`src/rtl/mdram_pkg.sv`:
```
package mdram_pkg;
  typedef enum logic {
    PH_LOAD  = 1'b0,
    PH_STORE = 1'b1
  } ref_phase_e;
endpackage

```
`src/rtl/mdram_cell_array.sv`:
```
module mdram_cell_array #(
  parameter int IDX_W = 2,
  parameter int ROW_W = 32,
  localparam int ROWS = 1 << IDX_W
) (
  input  logic             clk,
  input  logic [IDX_W-1:0] rd_idx_i,
  output logic [ROW_W-1:0] rd_row_o,
  input  logic             wr_en_i,
  input  logic [IDX_W-1:0] wr_idx_i,
  input  logic [ROW_W-1:0] wr_row_i
);
  logic [ROW_W-1:0] cells_q [ROWS];

  always_ff @(posedge clk) begin
    if (wr_en_i) begin
      cells_q[wr_idx_i] <= wr_row_i;
    end
  end

  assign rd_row_o = cells_q[rd_idx_i];
endmodule

```
`src/rtl/mdram_row_buf.sv`:
```
module mdram_row_buf #(
  parameter int COL_BITS = 2,
  parameter int WORD_W = 8,
  localparam int COLS = 1 << COL_BITS,
  localparam int ROW_W = COLS * WORD_W
) (
  input  logic                clk,
  input  logic                rst_n,
  input  logic                load_en_i,
  input  logic [ROW_W-1:0]    load_row_i,
  input  logic                col_en_i,
  input  logic [COL_BITS-1:0] col_idx_i,
  input  logic                col_wr_i,
  input  logic [WORD_W-1:0]   din_i,
  input  logic                dout_clr_i,
  output logic [ROW_W-1:0]    row_o,
  output logic [WORD_W-1:0]   dout_o
);
  logic [COLS-1:0][WORD_W-1:0] buf_q, buf_d;
  logic [WORD_W-1:0]           dout_q, dout_d;
  logic                        buf_en, dout_en;

  always_comb begin
    buf_d   = buf_q;
    buf_en  = 1'b0;
    dout_d  = dout_q;
    dout_en = 1'b0;
    if (load_en_i) begin
      buf_d  = load_row_i;
      buf_en = 1'b1;
    end else if (col_en_i && col_wr_i) begin
      buf_d[col_idx_i] = din_i;
      buf_en           = 1'b1;
    end
    if (dout_clr_i) begin
      dout_d  = '0;
      dout_en = 1'b1;
    end else if (col_en_i) begin
      dout_d  = col_wr_i ? din_i : buf_q[col_idx_i];
      dout_en = 1'b1;
    end
  end

  always_ff @(posedge clk or negedge rst_n) begin
    if (!rst_n) begin
      buf_q  <= '0;
      dout_q <= '0;
    end else begin
      if (buf_en)  buf_q  <= buf_d;
      if (dout_en) dout_q <= dout_d;
    end
  end

  assign row_o  = buf_q;
  assign dout_o = dout_q;
endmodule

```
`src/rtl/mdram_ctrl.sv`:
```
module mdram_ctrl #(
  parameter int ROW_BITS = 2,
  parameter int ADDR_W = 2
) (
  input  logic                clk,
  input  logic                rst_n,
  input  logic [ADDR_W-1:0]   addr_i,
  input  logic                row_stb_i,
  input  logic                col_stb_i,
  input  logic                row_close_i,
  input  logic                ref_start_i,
  input  logic                ref_busy_i,
  output logic                open_o,
  output logic [ROW_BITS-1:0] open_row_o,
  output logic                load_en_o,
  output logic                wb_en_o,
  output logic                col_en_o,
  output logic                dout_clr_o,
  output logic                ref_go_o,
  output logic                col_err_o
);
  logic                open_q, open_d;
  logic [ROW_BITS-1:0] row_q, row_d;
  logic                err_q, err_d;
  logic                idle, row_acc, close_acc;

  always_comb begin
    idle      = !ref_busy_i;
    ref_go_o  = ref_start_i && idle && !open_q;
    row_acc   = row_stb_i && idle && !ref_go_o;
    close_acc = row_close_i && open_q && !row_stb_i;
    col_en_o  = col_stb_i && open_q && !row_stb_i && !row_close_i;
    wb_en_o   = (row_acc && open_q) || close_acc;
    load_en_o = row_acc;
    dout_clr_o = wb_en_o;
    err_d     = col_stb_i && !open_q;
    open_d    = open_q;
    row_d     = row_q;
    if (row_acc) begin
      open_d = 1'b1;
      row_d  = addr_i[ROW_BITS-1:0];
    end else if (close_acc) begin
      open_d = 1'b0;
    end
  end

  always_ff @(posedge clk or negedge rst_n) begin
    if (!rst_n) begin
      open_q <= 1'b0;
      row_q  <= '0;
      err_q  <= 1'b0;
    end else begin
      open_q <= open_d;
      err_q  <= err_d;
      if (row_acc) row_q <= row_d;
    end
  end

  assign open_o     = open_q;
  assign open_row_o = row_q;
  assign col_err_o  = err_q;
endmodule

```
`src/rtl/mdram_refresh.sv`:
```
module mdram_refresh
  import mdram_pkg::*;
#(
  parameter int ROW_BITS = 2,
  parameter int REFRESH_CYCLES = 1024,
  localparam int CNT_W = $clog2(REFRESH_CYCLES + 1)
) (
  input  logic                clk,
  input  logic                rst_n,
  input  logic                go_i,
  output logic                busy_o,
  output logic                req_o,
  output logic [ROW_BITS-1:0] row_o,
  output logic                load_o,
  output logic                store_o
);
  logic                busy_q, busy_d;
  ref_phase_e          ph_q, ph_d;
  logic [ROW_BITS-1:0] rr_q, rr_d;
  logic [CNT_W-1:0]    cnt_q, cnt_d;
  logic                req_q, req_d;
  logic                done;

  always_comb begin
    busy_d = busy_q;
    ph_d   = ph_q;
    rr_d   = rr_q;
    done   = busy_q && (ph_q == PH_STORE) && (&rr_q);
    if (!busy_q) begin
      if (go_i) begin
        busy_d = 1'b1;
        ph_d   = PH_LOAD;
        rr_d   = '0;
      end
    end else if (ph_q == PH_LOAD) begin
      ph_d = PH_STORE;
    end else begin
      ph_d = PH_LOAD;
      if (done) busy_d = 1'b0;
      else      rr_d   = rr_q + 1'b1;
    end
    cnt_d = cnt_q;
    req_d = req_q;
    if (done) begin
      cnt_d = '0;
      req_d = 1'b0;
    end else if (!req_q) begin
      if (cnt_q == CNT_W'(REFRESH_CYCLES - 1)) req_d = 1'b1;
      else                                     cnt_d = cnt_q + 1'b1;
    end
  end

  always_ff @(posedge clk or negedge rst_n) begin
    if (!rst_n) begin
      busy_q <= 1'b0;
      ph_q   <= PH_LOAD;
      rr_q   <= '0;
      cnt_q  <= '0;
      req_q  <= 1'b0;
    end else begin
      busy_q <= busy_d;
      ph_q   <= ph_d;
      rr_q   <= rr_d;
      cnt_q  <= cnt_d;
      req_q  <= req_d;
    end
  end

  assign busy_o  = busy_q;
  assign req_o   = req_q;
  assign row_o   = rr_q;
  assign load_o  = busy_q && (ph_q == PH_LOAD);
  assign store_o = busy_q && (ph_q == PH_STORE);
endmodule

```
`src/rtl/mux_dram_core.sv`:
```
module mux_dram_core #(
  parameter int ROW_BITS = 2,
  parameter int COL_BITS = 2,
  parameter int WORD_W = 8,
  parameter int REFRESH_CYCLES = 1024,
  localparam int ADDR_W = (ROW_BITS > COL_BITS) ? ROW_BITS : COL_BITS
) (
  input  logic              clk,
  input  logic              rst_n,
  input  logic [ADDR_W-1:0] addr_i,
  input  logic              row_stb_i,
  input  logic              col_stb_i,
  input  logic              row_close_i,
  input  logic              wr_en_i,
  input  logic [WORD_W-1:0] din_i,
  output logic [WORD_W-1:0] dout_o,
  output logic              col_err_o,
  input  logic              ref_start_i,
  output logic              ref_req_o,
  output logic              ref_busy_o
);
  localparam int ROW_W = (1 << COL_BITS) * WORD_W;

  logic [1:0]          rst_sync_q;
  logic                rst_core_n;
  logic                row_open, load_en, wb_en, col_en, dout_clr, ref_go;
  logic [ROW_BITS-1:0] open_row, ref_row, req_row, arr_rd_idx, arr_wr_idx;
  logic                ref_load, ref_store;
  logic [ROW_W-1:0]    arr_rd_row, buf_row, buf_load_row;
  logic                arr_wr_en, buf_load_en;

  always_ff @(posedge clk or negedge rst_n) begin
    if (!rst_n) rst_sync_q <= 2'b00;
    else        rst_sync_q <= {rst_sync_q[0], 1'b1};
  end
  assign rst_core_n = rst_sync_q[1];

  mdram_ctrl #(.ROW_BITS(ROW_BITS), .ADDR_W(ADDR_W)) ctrl_i (
    .clk(clk), .rst_n(rst_core_n), .addr_i(addr_i),
    .row_stb_i(row_stb_i), .col_stb_i(col_stb_i), .row_close_i(row_close_i),
    .ref_start_i(ref_start_i), .ref_busy_i(ref_busy_o),
    .open_o(row_open), .open_row_o(open_row), .load_en_o(load_en),
    .wb_en_o(wb_en), .col_en_o(col_en), .dout_clr_o(dout_clr),
    .ref_go_o(ref_go), .col_err_o(col_err_o)
  );

  mdram_refresh #(.ROW_BITS(ROW_BITS), .REFRESH_CYCLES(REFRESH_CYCLES)) refresh_i (
    .clk(clk), .rst_n(rst_core_n), .go_i(ref_go),
    .busy_o(ref_busy_o), .req_o(ref_req_o), .row_o(ref_row),
    .load_o(ref_load), .store_o(ref_store)
  );

  assign req_row      = addr_i[ROW_BITS-1:0];
  assign arr_rd_idx   = ref_busy_o ? ref_row : req_row;
  assign arr_wr_idx   = ref_busy_o ? ref_row : open_row;
  assign arr_wr_en    = wb_en || ref_store;
  assign buf_load_en  = load_en || ref_load;
  // Reopening the row being written back must see the buffer, not the stale array row.
  assign buf_load_row = (wb_en && (open_row == req_row) && !ref_busy_o) ? buf_row : arr_rd_row;

  mdram_cell_array #(.IDX_W(ROW_BITS), .ROW_W(ROW_W)) array_i (
    .clk(clk), .rd_idx_i(arr_rd_idx), .rd_row_o(arr_rd_row),
    .wr_en_i(arr_wr_en), .wr_idx_i(arr_wr_idx), .wr_row_i(buf_row)
  );

  mdram_row_buf #(.COL_BITS(COL_BITS), .WORD_W(WORD_W)) rowbuf_i (
    .clk(clk), .rst_n(rst_core_n),
    .load_en_i(buf_load_en), .load_row_i(buf_load_row),
    .col_en_i(col_en), .col_idx_i(addr_i[COL_BITS-1:0]), .col_wr_i(wr_en_i),
    .din_i(din_i), .dout_clr_i(dout_clr),
    .row_o(buf_row), .dout_o(dout_o)
  );
endmodule

```
`config.mk`:
```
export PLATFORM = sky130hd
export DESIGN_NAME = mux_dram_core
export DESIGN_NICKNAME = d
export VERILOG_FILES = /design/src/rtl/mdram_pkg.sv /design/src/rtl/mdram_cell_array.sv /design/src/rtl/mdram_row_buf.sv /design/src/rtl/mdram_ctrl.sv /design/src/rtl/mdram_refresh.sv /design/src/rtl/mux_dram_core.sv
export SDC_FILE = /design/constraint.sdc
export NUM_CORES = 1
export LEC_CHECK = 0
export ABC_AREA = 1
export CAP_MARGIN = 20
export CORE_ASPECT_RATIO = 0.7
export CORE_MARGIN = 2
export CORE_UTILIZATION = 55
export CTS_CLUSTER_DIAMETER = 60
export DETAILED_ROUTE_END_ITERATION = 16
export PLACE_DENSITY_LB_ADDON = 0.25
export REMOVE_ABC_BUFFERS = 1
export SLEW_MARGIN = 25
export SYNTH_ARGS = -nofsm -noshare
export SYNTH_HDL_FRONTEND = slang
export SYNTH_SLANG_ARGS = --single-unit
```
`constraint.sdc`:
```
create_clock -name clk -period 1.9 [get_ports clk]
set_input_delay 0.285 -clock clk [delete_from_list [all_inputs] [get_ports clk]]
set_output_delay 0.285 -clock clk [all_outputs]
set_load 0.01 [all_outputs]
```
==> flow_metrics.tcl, run 1 <==
set metrics [dict create \
    first_pass_iters 5 \
    worstSetupEndpointType "output port" \
    yosys.area.top_type "edfxtp_1" \
    tightest_slew_ns 0.663 \
    drt_iter0_drc 679 \
    synth_enable_flop_cells 128 \
    cts_setup_buffers 0 \
    via_per_inst 5.77 \
    synth-seq-cells 190 \
    drv_slew 0 \
    post-route-drc-count 0 \
    core_area_mm2 0.0148 \
    timing.final.crit_share_pct 95.1 \
    routed_wl_um 20800 \
    cts_root_buffer "clkbuf_16" \
    pwr-share-clk_pct 19.1 \
    slew-limit-headroom_pct 55.6 \
    whs_ns 0.246 \
    fmax_mhz 554 \
    dpl.cell_count 1097 \
    hold_viol_final 0 \
    swShare_pct 39.8 \
    ir_worst_vdd_v 0.000971 \
    leakagePower_nw 4.25 \
    hp-class "reg -> async" \
    wire_per_inst_um 18.4 \
    gr-total-overflow 0 \
    grt_max_degree 42 \
    cts.sinks 190 \
    diodes 0 \
    start_util_pct 56.7 \
    antenna_found_initial 0 \
    synth.most_common_cell "nand2_1" \
    area_growth_pct 18.5 \
    die_width_um 151 \
    routabilityCongestion 0.999 \
    synth_seq_area_share_pct 64.4 \
    synth_ff_type "edfxtp_1" \
    internal_power_mw 11.4 \
    clk_path_buf_depth 2 \
    setup_viol 0 \
    cts_max_level 4 \
    p_per_area_mw_per_mm2 1900 \
    clk_pin_slew_worst_paths_ns 0.07 \
    port_buffers 27 \
    multi_input_area_mm2 0.00269 \
    cts_made_buffers 17 \
    worstSetupStartpointType "flip-flop" \
    dieArea_mm2 0.0162 \
    cap_violations 0 \
    setup_tns_ns 0 \
    use_met3_pct 6.77 \
    met2_usage_pct 42.1 \
    yosys-top-cells-area "edfxtp_1 46%, dfrtp_1 19%, nand2_1 16%" \
    top_usage_layer "met2" \
    synthArstFlopShare_pct 32.6 \
    clk_latency_ns 0.43 \
    fp-row-count 37 \
    io_pins 28 \
    met1_usage_pct 38.1 \
    grt_pass1_wl_um 32900 \
    rr_worst_depth 11 \
    ys_types 34 \
    instances_no_fill 1130 \
    grt_usage_pct 27.3 \
    synth.top_cells.by_count "363 x nand2_1, 128 x edfxtp_1, 125 x nand3_1, 62 x dfrtp_1, 33 x inv_1" \
    path_max_fanout 13 \
    ant_nets 0 \
    die_h_um 107 \
    ys_warn_count 0 \
    cts_tree "built" \
    outcome "completed" \
    critical_path_arrival_ns 1.52 \
    drive_gt1_share_pct 11.9 \
    synthCells 851 \
    crit_required_ns 1.62 \
    netlist_area_mm2 0.00837 \
    fin_crit_ns 1.81 \
    nNetsFinal 941 \
    worstSetupPathType "reg -> out" \
    p_comb_share_pct 42.0 \
    synth_top_area_share_pct 45.9 \
    place_hpwl_um 14000 \
    regArea_mm2 0.00540 \
    rsz0062_at_grt "no" \
    vias 6520 \
    synth_area_per_cell_um2 9.84 \
    pwr-share-seq_pct 38.9 \
    grt_pass1_vias 6248 \
    p_switching_mw 7.51 \
    n_fill_cell 1105 \
    finalClockSkew_ns 0.00809 \
]
[final timing paths]
kind | slack [ns] | endpoint | from
worst max register to register | 0.11 | rowbuf_i.row_o[5]$_DFFE_PN0P_ | refresh_i.busy_o$_DFF_PN0_
worst min-delay path | 0.25 | rowbuf_i.row_o[16]$_DFFE_PN0P_ | rst_sync_q[1]$_DFF_PN0_
worst min register to register | 0.25 | rowbuf_i.row_o[16]$_DFFE_PN0P_ | rst_sync_q[1]$_DFF_PN0_
max in group asynchronous | 1.04 | refresh_i.cnt_q[0]$_DFFE_PN0P_ | rst_sync_q[1]$_DFF_PN0_
worst max-delay path | 0.09 | ref_busy_o | refresh_i.busy_o$_DFF_PN0_
min in group clk | 0.36 | rst_sync_q[1]$_DFF_PN0_ | rst_sync_q[0]$_DFF_PN0_
[flip-flops by register name, summed over array words and instances (netlist names)]
signal and count:
ctrl_i.open_row_o 2, refresh_i.row_o 2, refresh_i.ph_q 1, array_i.cells_q 128, rst_sync_q 2, rowbuf_i.row_o 32
refresh_i.req_o 1, ctrl_i.col_err_o 1, ctrl_i.open_o 1, refresh_i.cnt_q 11, refresh_i.busy_o 1, rowbuf_i.dout_o 8
[layer usage]
layer	wire length, um	part of all wire [%]
met3	1760	8.4
met1	8860	43
met5	0	0
met2	9800	47
met4	395	1.9
[what timing repair did]
| action | CTS | global route |
|---|---|---|
| hold endpoints to repair | 2 | 0 |
| hold buffers | 1 | 0 |
| setup endpoints to repair | 0 | 13 |
| resized for setup | 0 | 2 |
[cell usage in the layout (no fill, tap or decap), types with 2 or more instances in the layout]
cell type	n
a21oi_1	2
buf_12	15
buf_4	36
bufinv_16	3
clkbuf_16	17
clkdlybuf4s50_1	27
clkinv_1	5
clkinv_2	2
clkinv_4	3
dfrtp_1	60
dfrtp_2	2
edfxtp_1	128
ha_1	2
inv_1	33
inv_2	5
inv_6	3
nand2_1	363
nand2_2	5
nand3_1	125
nand3b_4	3
nand4_1	9
nor2_1	27
nor2_2	3
nor2_4	4
nor3_1	4
nor3_2	2
o21ai_0	27
o21ai_1	4
xor2_1	3
[critical path, cell delays in order, from the launching register on]
cell and delay (ns):
dfrtp_1 0.35, buf_4 0.19, clkdlybuf4s50_1 0.55
[power by group through the flow]
stage / registers (mW) / clock network (mW) / logic, mW
finish: 7.35 / 3.61 / 7.93
global route: 7.51 / 3.80 / 8.71
CTS: 7.34 / 3.63 / 7.90
detailed placement: 7.41 / 0 / 7.78
global placement: 7.32 / 0 / 7.53
floorplan: 7.15 / 0 / 4.59
[cell type report]
class	instances	area share, %
timing repair buffer	79	8.58
sequential	190	54.4
tap	195	2.46
multi-input combinational	594	27.1
clock inverter	14	1.65
inverter	40	1.51
clock buffer	18	4.33
[kinds of logic (layout without fill, tap and decap cells)]
group,after synthesis,in the layout,synth area share (%)
AND/OR/NAND/NOR,551,551,28.9
flip-flops,190,190,64.4
buffers and inverters,67,151,3.56
AO/OA/AOI/OAI,37,37,2.44
XOR/XNOR,3,3,0.314
adder cells (fa/ha/maj),2,2,0.299
other,1,1,0.0448
[through the flow]
step           total power, mW  utilization (%)  cell area, um^2  setup WS, ns
2_1_floorplan             11.7                -             8230        -0.423
3_3_place_gp              14.9             63.1             9310        -0.146
3_5_place_dp              15.2             63.1             9310        -0.238
4_1_cts                   18.9             67.1             9910        0.0266
5_1_grt                   20.0             67.2             9920        0.0112
6_report                  18.9             67.2             9920        0.0939
(Power assumes the default switching activity.)
==> run 2: changes to the inputs <==
--- a/config.mk
+++ b/config.mk
@@ -9,9 +9,10 @@
 export CAP_MARGIN = 20
 export CORE_ASPECT_RATIO = 0.7
 export CORE_MARGIN = 2
-export CORE_UTILIZATION = 55
-export CTS_CLUSTER_DIAMETER = 60
+export CORE_UTILIZATION = 61
+export CTS_CLUSTER_DIAMETER = 80
 export DETAILED_ROUTE_END_ITERATION = 16
+export GPL_ROUTABILITY_DRIVEN = 0
 export PLACE_DENSITY_LB_ADDON = 0.25
 export REMOVE_ABC_BUFFERS = 1
 export SLEW_MARGIN = 25
==> constraint.sdc (replaced) <==
create_clock -name clk -period 1.97 [get_ports clk]
set_input_delay 0.2955 -clock clk [delete_from_list [all_inputs] [get_ports clk]]
set_output_delay 0.2955 -clock clk [all_outputs]
set_load 0.01 [all_outputs]
==> flow_metrics.tcl, run 2 (synthesis gave the netlist of run 1 again) <==
set metrics [dict create \
    outcome "completed" \
    wire_per_inst_um 18.7 \
    power.total_mw 18.0 \
    core_area_mm2 0.0133 \
    hp-class "in -> async" \
    vias 6479 \
    io_pins 28 \
    routed_wl_um 20800 \
    clk_latency_ns 0.43 \
    cap_violations 0 \
    grt_usage_pct 30.5 \
    leakagePower_nw 4.18 \
    regMostFlops "array_i.cells_q" \
    setup_viol 0 \
    largest_reg_flops 128 \
    cts_root_buffer "clkbuf_16" \
    p_comb_share_pct 42.1 \
    post-route-drc-count 0 \
    path_max_fanout 13 \
    first_pass_iters 7 \
    layout_common_cells "363 x nand2_1, 128 x edfxtp_1, 125 x nand3_1" \
    die_width_um 144 \
    cts_tree "built" \
    ant_nets 0 \
    fin_crit_ns 1.89 \
    final_common_cell "nand2_1" \
    grt_max_degree 37 \
    clk_path_buf_depth 2 \
    die_h_um 102 \
    dieArea_mm2 0.0147 \
    slowest_stage "nor3_2" \
    critical_path_arrival_ns 2.25 \
    timing.final.crit_share_pct 95.8 \
    internal_power_mw 10.6 \
    slew-limit-headroom_pct 61.5 \
    drt_iter0_drc 817 \
    place_ws_ns -0.176 \
    finalClockSkew_ns 0.00986 \
    drv_slew 0 \
    crit_required_ns 2.33 \
    drive_gt1_share_pct 11.5 \
    worstSetupStartpointType "flip-flop" \
    fin_ws_ns 0.0829 \
    area_growth_pct 16.9 \
    clk_pin_slew_worst_paths_ns 0.08 \
    worstSetupEndpointType "flip-flop" \
    instances_no_fill 1112 \
    start_util_pct 63.1 \
    pwr-share-clk_pct 18.4 \
    place_hpwl_um 14100 \
    worstSetupPathType "reg -> reg" \
    crit_buf_inv 2 \
    dpl.cell_count 1080 \
    diodes 0 \
    p_per_area_mw_per_mm2 1840 \
    critPathMostFrequentCell "nand2_1" \
    via_per_inst 5.83 \
    ir_worst_vdd_v 0.00102 \
    utilization_pct 73.8 \
    nNetsFinal 933 \
    grt_pass1_vias 6245 \
    crit_family "simple AND/OR/NAND/NOR gates" \
    hold_viol_final 0 \
    p_switching_mw 7.35 \
    pwr-share-seq_pct 39.6 \
    grt_pass1_wl_um 33300 \
    fmax_mhz 530 \
    cts.sinks 190 \
    cp_slowest_stage_delay_ns 0.44 \
    whs_ns 0.0150 \
    fp-row-count 35 \
    cts_max_level 4 \
    crit_chain "buf_4, nand2_1, nand2_4, buf_12, nor3_2, nand2_1, nand2_1, nand2_1, nand2_1" \
    swShare_pct 40.9 \
    tightest_slew_ns 0.574 \
    rsz0062_at_grt "no" \
    antenna_found_initial 0 \
    port_buffers 27 \
    gr-total-overflow 0 \
    cts_made_buffers 17 \
]
run 2: cell types whose count changed in the layout (fill, tap and decap cells not counted), sizes merged:
cell,change
buf,-7
inv,+5
clkbuf,+1
dlygate4sd3,-1
clkinvlp,+2
bufinv,-3
clkinv,-5
run 2: what timing repair did:
action                     in CTS  in global routing
setup endpoints to repair       0                  2
resized for setup               0                  1
hold buffers                    0                  0
setup buffers                   0                  0
run 2: layout make-up:
type / instances / area (um^2)
Sequential cell: 190 / 5400
Fill cell: 890 / 3480
Multi-Input combinational cell: 594 / 2680
Timing Repair Buffer: 71 / 763
Clock buffer: 19 / 443
Tap cell: 185 / 231
Inverter: 40 / 150
Clock inverter: 13 / 121
run 2: worst paths after layout:
check	startpoint	to	slack [ns]	depth (start not counted)
hold / removal	rst_n	rst_sync_q[1]$_DFF_PN0_	0.02	1
hold reg to reg	rst_sync_q[1]$_DFF_PN0_	ctrl_i.col_err_o$_DFF_PN0_	0.25	0
setup reg to reg	refresh_i.busy_o$_DFF_PN0_	rowbuf_i.row_o[0]$_DFFE_PN0P_	0.08	9
min in group clk	rst_sync_q[0]$_DFF_PN0_	rst_sync_q[1]$_DFF_PN0_	0.36	0
max in group asynchronous	rst_sync_q[1]$_DFF_PN0_	rowbuf_i.dout_o[3]$_DFFE_PN0P_	0.96	1
setup / recovery	refresh_i.busy_o$_DFF_PN0_	rowbuf_i.row_o[0]$_DFFE_PN0P_	0.08	9
run 2: worst register-to-register path: cells and delay by family (launching register included):
family / cells / cell delay [ns]
simple gates: 7 / 1.10
flops: 1 / 0.40
buf+inv: 2 / 0.33
run 2: stage by stage:
step / TNS, ns / area, um^2
2_1_floorplan: -48.16 / 8230
3_3_place_gp: -7.66 / 9220
6_report: 0 / 9790
3_5_place_dp: -15.85 / 9220
4_1_cts: 0 / 9790
5_1_grt: 0 / 9790
run 2: layer usage:
| layer | vias up | wire (um) | GRT usage (%) |
|---|---|---|---|
| met5 | - | 0 | 0 |
| met4 | 0 | 430 | 9.80 |
| met3 | 50 | 2330 | 7.50 |
| met2 | 380 | 9510 | 47.6 |
| met1 | 3073 | 8540 | 42.9 |
| li1 | 2976 | - | - |
run 2: power groups by stage:
stage	sequential, mW	clock, mW	combinational [mW]
final	7.10	3.30	7.56
after CTS	7.09	3.29	7.49
after floorplan	6.90	0	4.42
after global routing	7.25	3.47	8.35
after global placement	7.07	0	7.12
after detailed placement	7.16	0	7.39
